==> config.mk <==
export PLATFORM = sky130hd
export DESIGN_NAME = dual_phase_det
export DESIGN_NICKNAME = d
export VERILOG_FILES = /design/src/rtl/dpd_pkg.sv /design/src/rtl/dpd_sync.sv /design/src/rtl/dpd_edge_detect.sv /design/src/rtl/dpd_sr_core.sv /design/src/rtl/dual_phase_det.sv
export SDC_FILE = /design/constraint.sdc
export NUM_CORES = 1
export LEC_CHECK = 0
export ABC_AREA = 1
export BUFFER_PORTS_ARGS = -buffer_cell sky130_fd_sc_hd__clkbuf_2
export CAP_MARGIN = 20
export CORE_AREA = 3 3 40 42
export DETAILED_ROUTE_END_ITERATION = 8
export DIE_AREA = 0 0 43 45
export GPL_TIMING_DRIVEN = 0
export PLACE_DENSITY_LB_ADDON = 0.05
export SKIP_LAST_GASP = 1
export SLEW_MARGIN = 20
export SYNTH_ARGS = -nofsm -noshare
export SYNTH_HDL_FRONTEND = slang
export SYNTH_SLANG_ARGS = --single-unit
==> constraint.sdc <==
create_clock -name clk -period 2.6 [get_ports clk]
set_input_delay 0.13 -clock clk [delete_from_list [all_inputs] [get_ports clk]]
set_output_delay 0.13 -clock clk [all_outputs]
set_load 0.01 [all_outputs]
==> src/rtl/dpd_pkg.sv <==
package dpd_pkg;

    // One sample of the two inputs that feed the registered detector
    typedef struct packed {
        logic ref_s;   // clearing input
        logic fb_s;    // setting input
    } pd_pair_t;

    // Decision taken by the set/reset core at a clock edge
    typedef enum logic [1:0] {
        CMD_HOLD  = 2'd0,
        CMD_SET   = 2'd1,
        CMD_CLEAR = 2'd2
    } sr_cmd_t;

    // Active transition between two successive samples
    function automatic logic edge_hit(input logic prev, input logic cur,
                                      input logic fall_sel);
        return fall_sel ? (prev & ~cur) : (~prev & cur);
    endfunction

    // Feedback edge sets, reference edge clears, simultaneous edges hold
    function automatic sr_cmd_t decide(input pd_pair_t hits);
        sr_cmd_t c;
        unique case ({hits.fb_s, hits.ref_s})
            2'b10:   c = CMD_SET;
            2'b01:   c = CMD_CLEAR;
            default: c = CMD_HOLD;
        endcase
        return c;
    endfunction

endpackage

==> src/rtl/dpd_sync.sv <==
module dpd_sync
    import dpd_pkg::*;
#(
    parameter int STAGES = 2
) (
    input  logic     clk,
    input  logic     rst,
    input  pd_pair_t d,
    output pd_pair_t q
);
    pd_pair_t stg [STAGES];

    genvar gi;
    generate
        for (gi = 0; gi < STAGES; gi++) begin : g_stage
            if (gi == 0) begin : g_first
                always_ff @(posedge clk) begin
                    if (rst) stg[0] <= '0;
                    else     stg[0] <= d;
                end
            end else begin : g_next
                always_ff @(posedge clk) begin
                    if (rst) stg[gi] <= '0;
                    else     stg[gi] <= stg[gi-1];
                end
            end
        end
    endgenerate

    assign q = stg[STAGES-1];
endmodule

==> src/rtl/dpd_edge_detect.sv <==
module dpd_edge_detect
    import dpd_pkg::*;
#(
    parameter bit FALL_EDGE = 1'b1
) (
    input  logic     clk,
    input  logic     rst,
    input  pd_pair_t cur,
    output pd_pair_t hits
);
    pd_pair_t hist;

    always_ff @(posedge clk) begin
        if (rst) hist <= '0;
        else     hist <= cur;
    end

    always_comb begin
        hits.fb_s  = edge_hit(hist.fb_s,  cur.fb_s,  FALL_EDGE);
        hits.ref_s = edge_hit(hist.ref_s, cur.ref_s, FALL_EDGE);
    end

    // An active transition cannot repeat in the very next sample
    AST_FB_NO_REPEAT: assert property (@(posedge clk) disable iff (rst)
        hits.fb_s |=> !hits.fb_s);
    AST_REF_NO_REPEAT: assert property (@(posedge clk) disable iff (rst)
        hits.ref_s |=> !hits.ref_s);
endmodule

==> src/rtl/dpd_sr_core.sv <==
module dpd_sr_core
    import dpd_pkg::*;
(
    input  logic    clk,
    input  logic    rst,
    input  sr_cmd_t cmd,
    output logic    q
);
    always_ff @(posedge clk) begin
        if (rst) begin
            q <= 1'b0;
        end else begin
            unique case (cmd)
                CMD_SET:   q <= 1'b1;
                CMD_CLEAR: q <= 1'b0;
                default:   q <= q;
            endcase
        end
    end

    AST_SET_HIGH: assert property (@(posedge clk) disable iff (rst)
        (cmd == CMD_SET) |=> q);
    AST_CLEAR_LOW: assert property (@(posedge clk) disable iff (rst)
        (cmd == CMD_CLEAR) |=> !q);
    AST_HOLD_STABLE: assert property (@(posedge clk) disable iff (rst)
        (cmd == CMD_HOLD) |=> $stable(q));
    AST_RESET_LOW: assert property (@(posedge clk)
        rst |=> !q);
endmodule

==> src/rtl/dual_phase_det.sv <==
module dual_phase_det
    import dpd_pkg::*;
#(
    parameter int SYNC_STAGES = 2,
    parameter bit FALL_EDGE   = 1'b1
) (
    input  logic clk,
    input  logic rst,
    input  logic ref_x,
    input  logic ref_e,
    input  logic fb_in,
    output logic xor_err,
    output logic edge_err
);
    localparam int SYNC_D = (SYNC_STAGES < 1) ? 1 : SYNC_STAGES;

    pd_pair_t raw_pair;
    pd_pair_t sync_pair;
    pd_pair_t hit_pair;
    sr_cmd_t  sr_cmd;

    // Combinational detector: error is high while the inputs disagree
    assign xor_err = ref_x ^ fb_in;

    assign raw_pair = '{ref_s: ref_e, fb_s: fb_in};

    dpd_sync #(.STAGES(SYNC_D)) u_sync (
        .clk (clk),
        .rst (rst),
        .d   (raw_pair),
        .q   (sync_pair)
    );

    dpd_edge_detect #(.FALL_EDGE(FALL_EDGE)) u_edge (
        .clk  (clk),
        .rst  (rst),
        .cur  (sync_pair),
        .hits (hit_pair)
    );

    assign sr_cmd = decide(hit_pair);

    dpd_sr_core u_core (
        .clk (clk),
        .rst (rst),
        .cmd (sr_cmd),
        .q   (edge_err)
    );
endmodule

Word level (Yosys, flattened, before mapping). Memory sizes are Yosys's and may differ from the RTL's. Cells that the tools add are included.

Register bits after elaboration: 3. Memory bits (writable): 4. Input bits: 5. Output and inout bits: 2. Word-level logic and storage cells: 23. Memories kept: 1.

Equal/unequal tests: 4. Mux-type cells: 7. Bitwise operators: 7. Reduce and logical (&&, ||, !) cells: 1.

Memories: u_sync.stg (depth 2, bits a word 2, rd ports 2, clocked after Yosys merged registers in 0, write ports 2, line dpd_sync.sv:11) `pd_pair_t stg [STAGES];`.

Operator list (number): $eq A2 B1 Y1 const B (2); $eq A2 B2 Y1 const B (2); $mux W2 (2); $pmux W2 S2 (1); $mux W1 (3); $and A1 B1 Y1 (2); $not A1 Y1 (2); $or A1 B1 Y1 (2); $pmux W1 S2 (1); $reduce_bool A2 Y1 (1); $xor A1 B1 Y1 (1).

Longest topological paths before layout.
Depth in word-level cells: 6. Gate-level depth with buffers: 7. Gate-level depth less buffers: 7.

By module. Synthesis repeated with hierarchy kept, for this count alone.

Cells, all modules: 40. Area total of the unflattened synthesis: 272.8 µm².

Modules (own cells, without submodules): dpd_sync (instances 1, cells an instance 12, area each 110.1 µm², sequential area each 80.1 µm²); dpd_edge_detect (instances 1, cells an instance 10, area each 70.1 µm², sequential area each 40.0 µm²); dpd_sr_core (instances 1, cells an instance 9, area each 58.8 µm², sequential area each 20.0 µm²); dual_phase_det (instances 1, cells an instance 9, area each 33.8 µm², sequential area each 0.0 µm²).

Least setup slack after synthesis. No wires, ideal clock.

Path type: register to register. From: mem u_sync.stg[1][0] in the netlist's numbering. To: reg u_core.q. Setup time: 113 ps. Data arrival time: 807 ps. Required time: 2487 ps. Path slack: 1681 ps. Cell stages (with the launch flop): 8. Path buffers: 0. Clock period less this slack: 919 ps. Cell sequence: dfxtp_1 inv_1 nand2_1 ha_1 inv_1 nand2_1 nand2_1 nor2_1.

RTL lines: start, declared (line dpd_sync.sv:11); end signal, assigned (line dpd_sr_core.sv:16) `default: q <= q;`; end, declared (line dpd_sr_core.sv:7) `output logic q`.

==> reports/qor.tcl <==
set qor(tritoncts) {built}
set qor(routabilityCongestion) 0.563
set qor(layout_worst_path_cycle_share_pct) 37.4
set qor(postRouteAntennaNets) 0
set qor(groute.usage.overall_pct) 5.17
set qor(synth.yosys.seq_area_share_pct) 58.3
set qor(route.detailed.vias_per_inst) 3.36
set qor(drive_above_1_share_pct) 25.0
set qor(worst_ir_drop_vdd_v) 0.000237
set qor(final_max_slew_viol_count) 0
set qor(cts_num_sinks) 7
set qor(detail_route.wirelength_um) 344
set qor(clock-skew-final_ns) 0.00574
set qor(ys_seq_elements) 7
set qor(rows) 13
set qor(clock_latency_ns) 0.25
set qor(final_cell_mix) {sky130_fd_sc_hd__nor2_1 (9), sky130_fd_sc_hd__inv_1 (8), sky130_fd_sc_hd__dfxtp_1 (7), sky130_fd_sc_hd__clkbuf_2 (6)}
set qor(portBuffers) 6
set qor(grt_start_max_net_pins) 8
set qor(critPathCaptureType) {flop}
set qor(hold_path.class) {input port to flop}
set qor(cp_max_fo) 2
set qor(num-nets-final) 47
set qor(layout.cells.most_common) {sky130_fd_sc_hd__nor2_1}
set qor(die_w_um) 43
set qor(achievable-frequency_mhz) 1030
set qor(total_power_uw) 228
set qor(maximum_buffer_depth_of_the_clock_tree) 2
set qor(setup.worst_path.class) {flop to flop}
set qor(timing_worst_slew_pin_value_ns) 0.146
set qor(syn_area_um2) 240
set qor(critical_path_required_ns) 2.74
set qor(rsz0062_at_grt) {no}
set qor(post-route-cell-area_um2) 315
set qor(root_buffer) {sky130_fd_sc_hd__clkbuf_4}
set qor(synth_top_area_share_pct) 58.3
set qor(cts-hold-fix-buffers) 0
set qor(grt_first_pass_wirelength_um) 607
set qor(route.detailed.wl_per_inst_um) 6.25
set qor(fill_cells) 149
set qor(outcome) {finished clean}
set qor(synth.yosys.warnings) 0
set qor(num_antenna_cells) 0
set qor(count_of_endpoints_failing_setup_in_the_final_report) 0
set qor(design.portCount) 7
set qor(syn-instance-count) 30
set qor(ys_top_cells_by_area) {sky130_fd_sc_hd__dfxtp_1 (58%), sky130_fd_sc_hd__nor2_1 (14%), sky130_fd_sc_hd__inv_1 (13%)}
set qor(max_slew_headroom_at_the_worst_pin_pct) 90.2
set qor(die-height_um) 45
set qor(synth_cell_types) 7
set qor(number_of_global_route_vias_before_repair) 143
set qor(placement.cell_area_um2) 289
set qor(drc) 0
set qor(fin_tns_setup_ns) 0
set qor(layout_min_cycle_time_ns) 0.972
set qor(r2r_slack_ns) 1.63
set qor(synthDominantAreaCellType) {sky130_fd_sc_hd__dfxtp_1}
set qor(post_cts_resize_count) 0
set qor(p_per_area_nw_per_um2) 723
set qor(placeableCoreArea_um2) 1280
set qor(fp.dieArea_um2) 1940
set qor(cts.clk_slew.worst_paths_ns) 0.06
set qor(postSynthNetCount) 36
set qor(initial_cell_density_of_the_core_pct) 18.7
set qor(initial_antenna_violation_count) 0
set qor(drt-initial-drc-count) 0
set qor(numCtsBuffers) 3
set qor(drt_pass1_iterations) 1
set qor(area_growth_pct) 31.3
set qor(hold_viol_final) 0
set qor(htree_num_levels) 1
set qor(worst_setup_path_start_kind) {flop}
set qor(vias) 185
set qor(hpwl_um) 271
set qor(layout_setup_ws_ns) 1.63
set qor(postCtsSetupRepairBufs) 0
set qor(leakagePower_uw) 0.000166
set qor(synth.avg_cell_area_um2) 8.01
set qor(timing.max_cap.violations) 0
set qor(preCtsSetupSlack_ns) 1.62
set qor(critical_path_arrival_ns) 1.11
set qor(global_route.overflow_total) 0
==> per-layer routing <==
layer | share of wire, % | track usage, % | wire length, µm | vias to the layer above
li1 | - | - | - | 101
met1 | 43 | 5.33 | 149 | 77
met2 | 45 | 5.69 | 155 | 7
met3 | 11 | 3.59 | 39 | 0
met4 | 0 | 7.23 | 0 | 0
met5 | 0 | 0 | 0 | -
==> worst max-delay path, stage by stage, from the launching register on <==
cell and delay [ns]:
sky130_fd_sc_hd__dfxtp_1 0.33, sky130_fd_sc_hd__nor2_1 0.05, sky130_fd_sc_hd__ha_1 0.28, sky130_fd_sc_hd__inv_1 0.07, sky130_fd_sc_hd__nand2_1 0.05, sky130_fd_sc_hd__nand2_1 0.05
sky130_fd_sc_hd__nor2_1 0.03
==> worst paths after layout <==
kind / from / end / cells past startpoint
worst max-delay path: u_sync.stg[1][1]$_SDFF_PP0_ / u_core.q$_SDFFE_PP0P_ / 6
worst min-delay path: ref_e / u_sync.stg[0][1]$_SDFF_PP0_ / 3
worst min register to register: u_sync.stg[0][1]$_SDFF_PP0_ / u_sync.stg[1][1]$_SDFF_PP0_ / 2
worst max register to register: u_sync.stg[1][1]$_SDFF_PP0_ / u_core.q$_SDFFE_PP0P_ / 6
==> layout make-up <==
cell class / count / area [µm²] / share of cell area [%]
clock buffer: 4 / 26.3 / 8.33
inverter: 9 / 33.8 / 10.7
multi-input combinational: 14 / 66.3 / 21.0
sequential: 7 / 140 / 44.4
tap: 15 / 18.8 / 5.95
timing repair buffer: 6 / 30.0 / 9.52
==> state kept, by name, summed over array words and instances, names as in the netlist <==
name         flops
u_core.q         1
u_sync.stg       4
u_edge.hist      2
==> kinds of logic (layout without fill, tap and decap cells) <==
group	after synthesis	after routing	share of synthesized area, %
simple gates	12	12	18.7
flops	7	7	58.3
fa+ha+maj	1	1	5.21
buf+inv	9	19	14.1
xor+xnor	1	1	3.65
==> cell usage after synthesis <==
cell and n:
sky130_fd_sc_hd__dfxtp_1 7, sky130_fd_sc_hd__ha_1 1, sky130_fd_sc_hd__inv_1 8, sky130_fd_sc_hd__inv_2 1
sky130_fd_sc_hd__nand2_1 3, sky130_fd_sc_hd__nor2_1 9, sky130_fd_sc_hd__xor2_1 1
==> power breakdown <==
group,switching [µW],leakage (µW),internal [µW]
logic,8.67,0.0000938,7.23
clock network,39.9,0.0000150,58.6
registers,1.39,0.0000576,112
==> through the flow <==
step                      hold slack, ns  instances  util (%)
after floorplan                    0.201         30         -
after global placement             0.325         51      22.5
after detailed placement           0.339         51      22.5
after CTS                         0.0654         55      24.5
after global routing               0.102         55      24.5
final                             0.0752         55      24.5
Note: power is estimated with default switching activity, not from simulation.
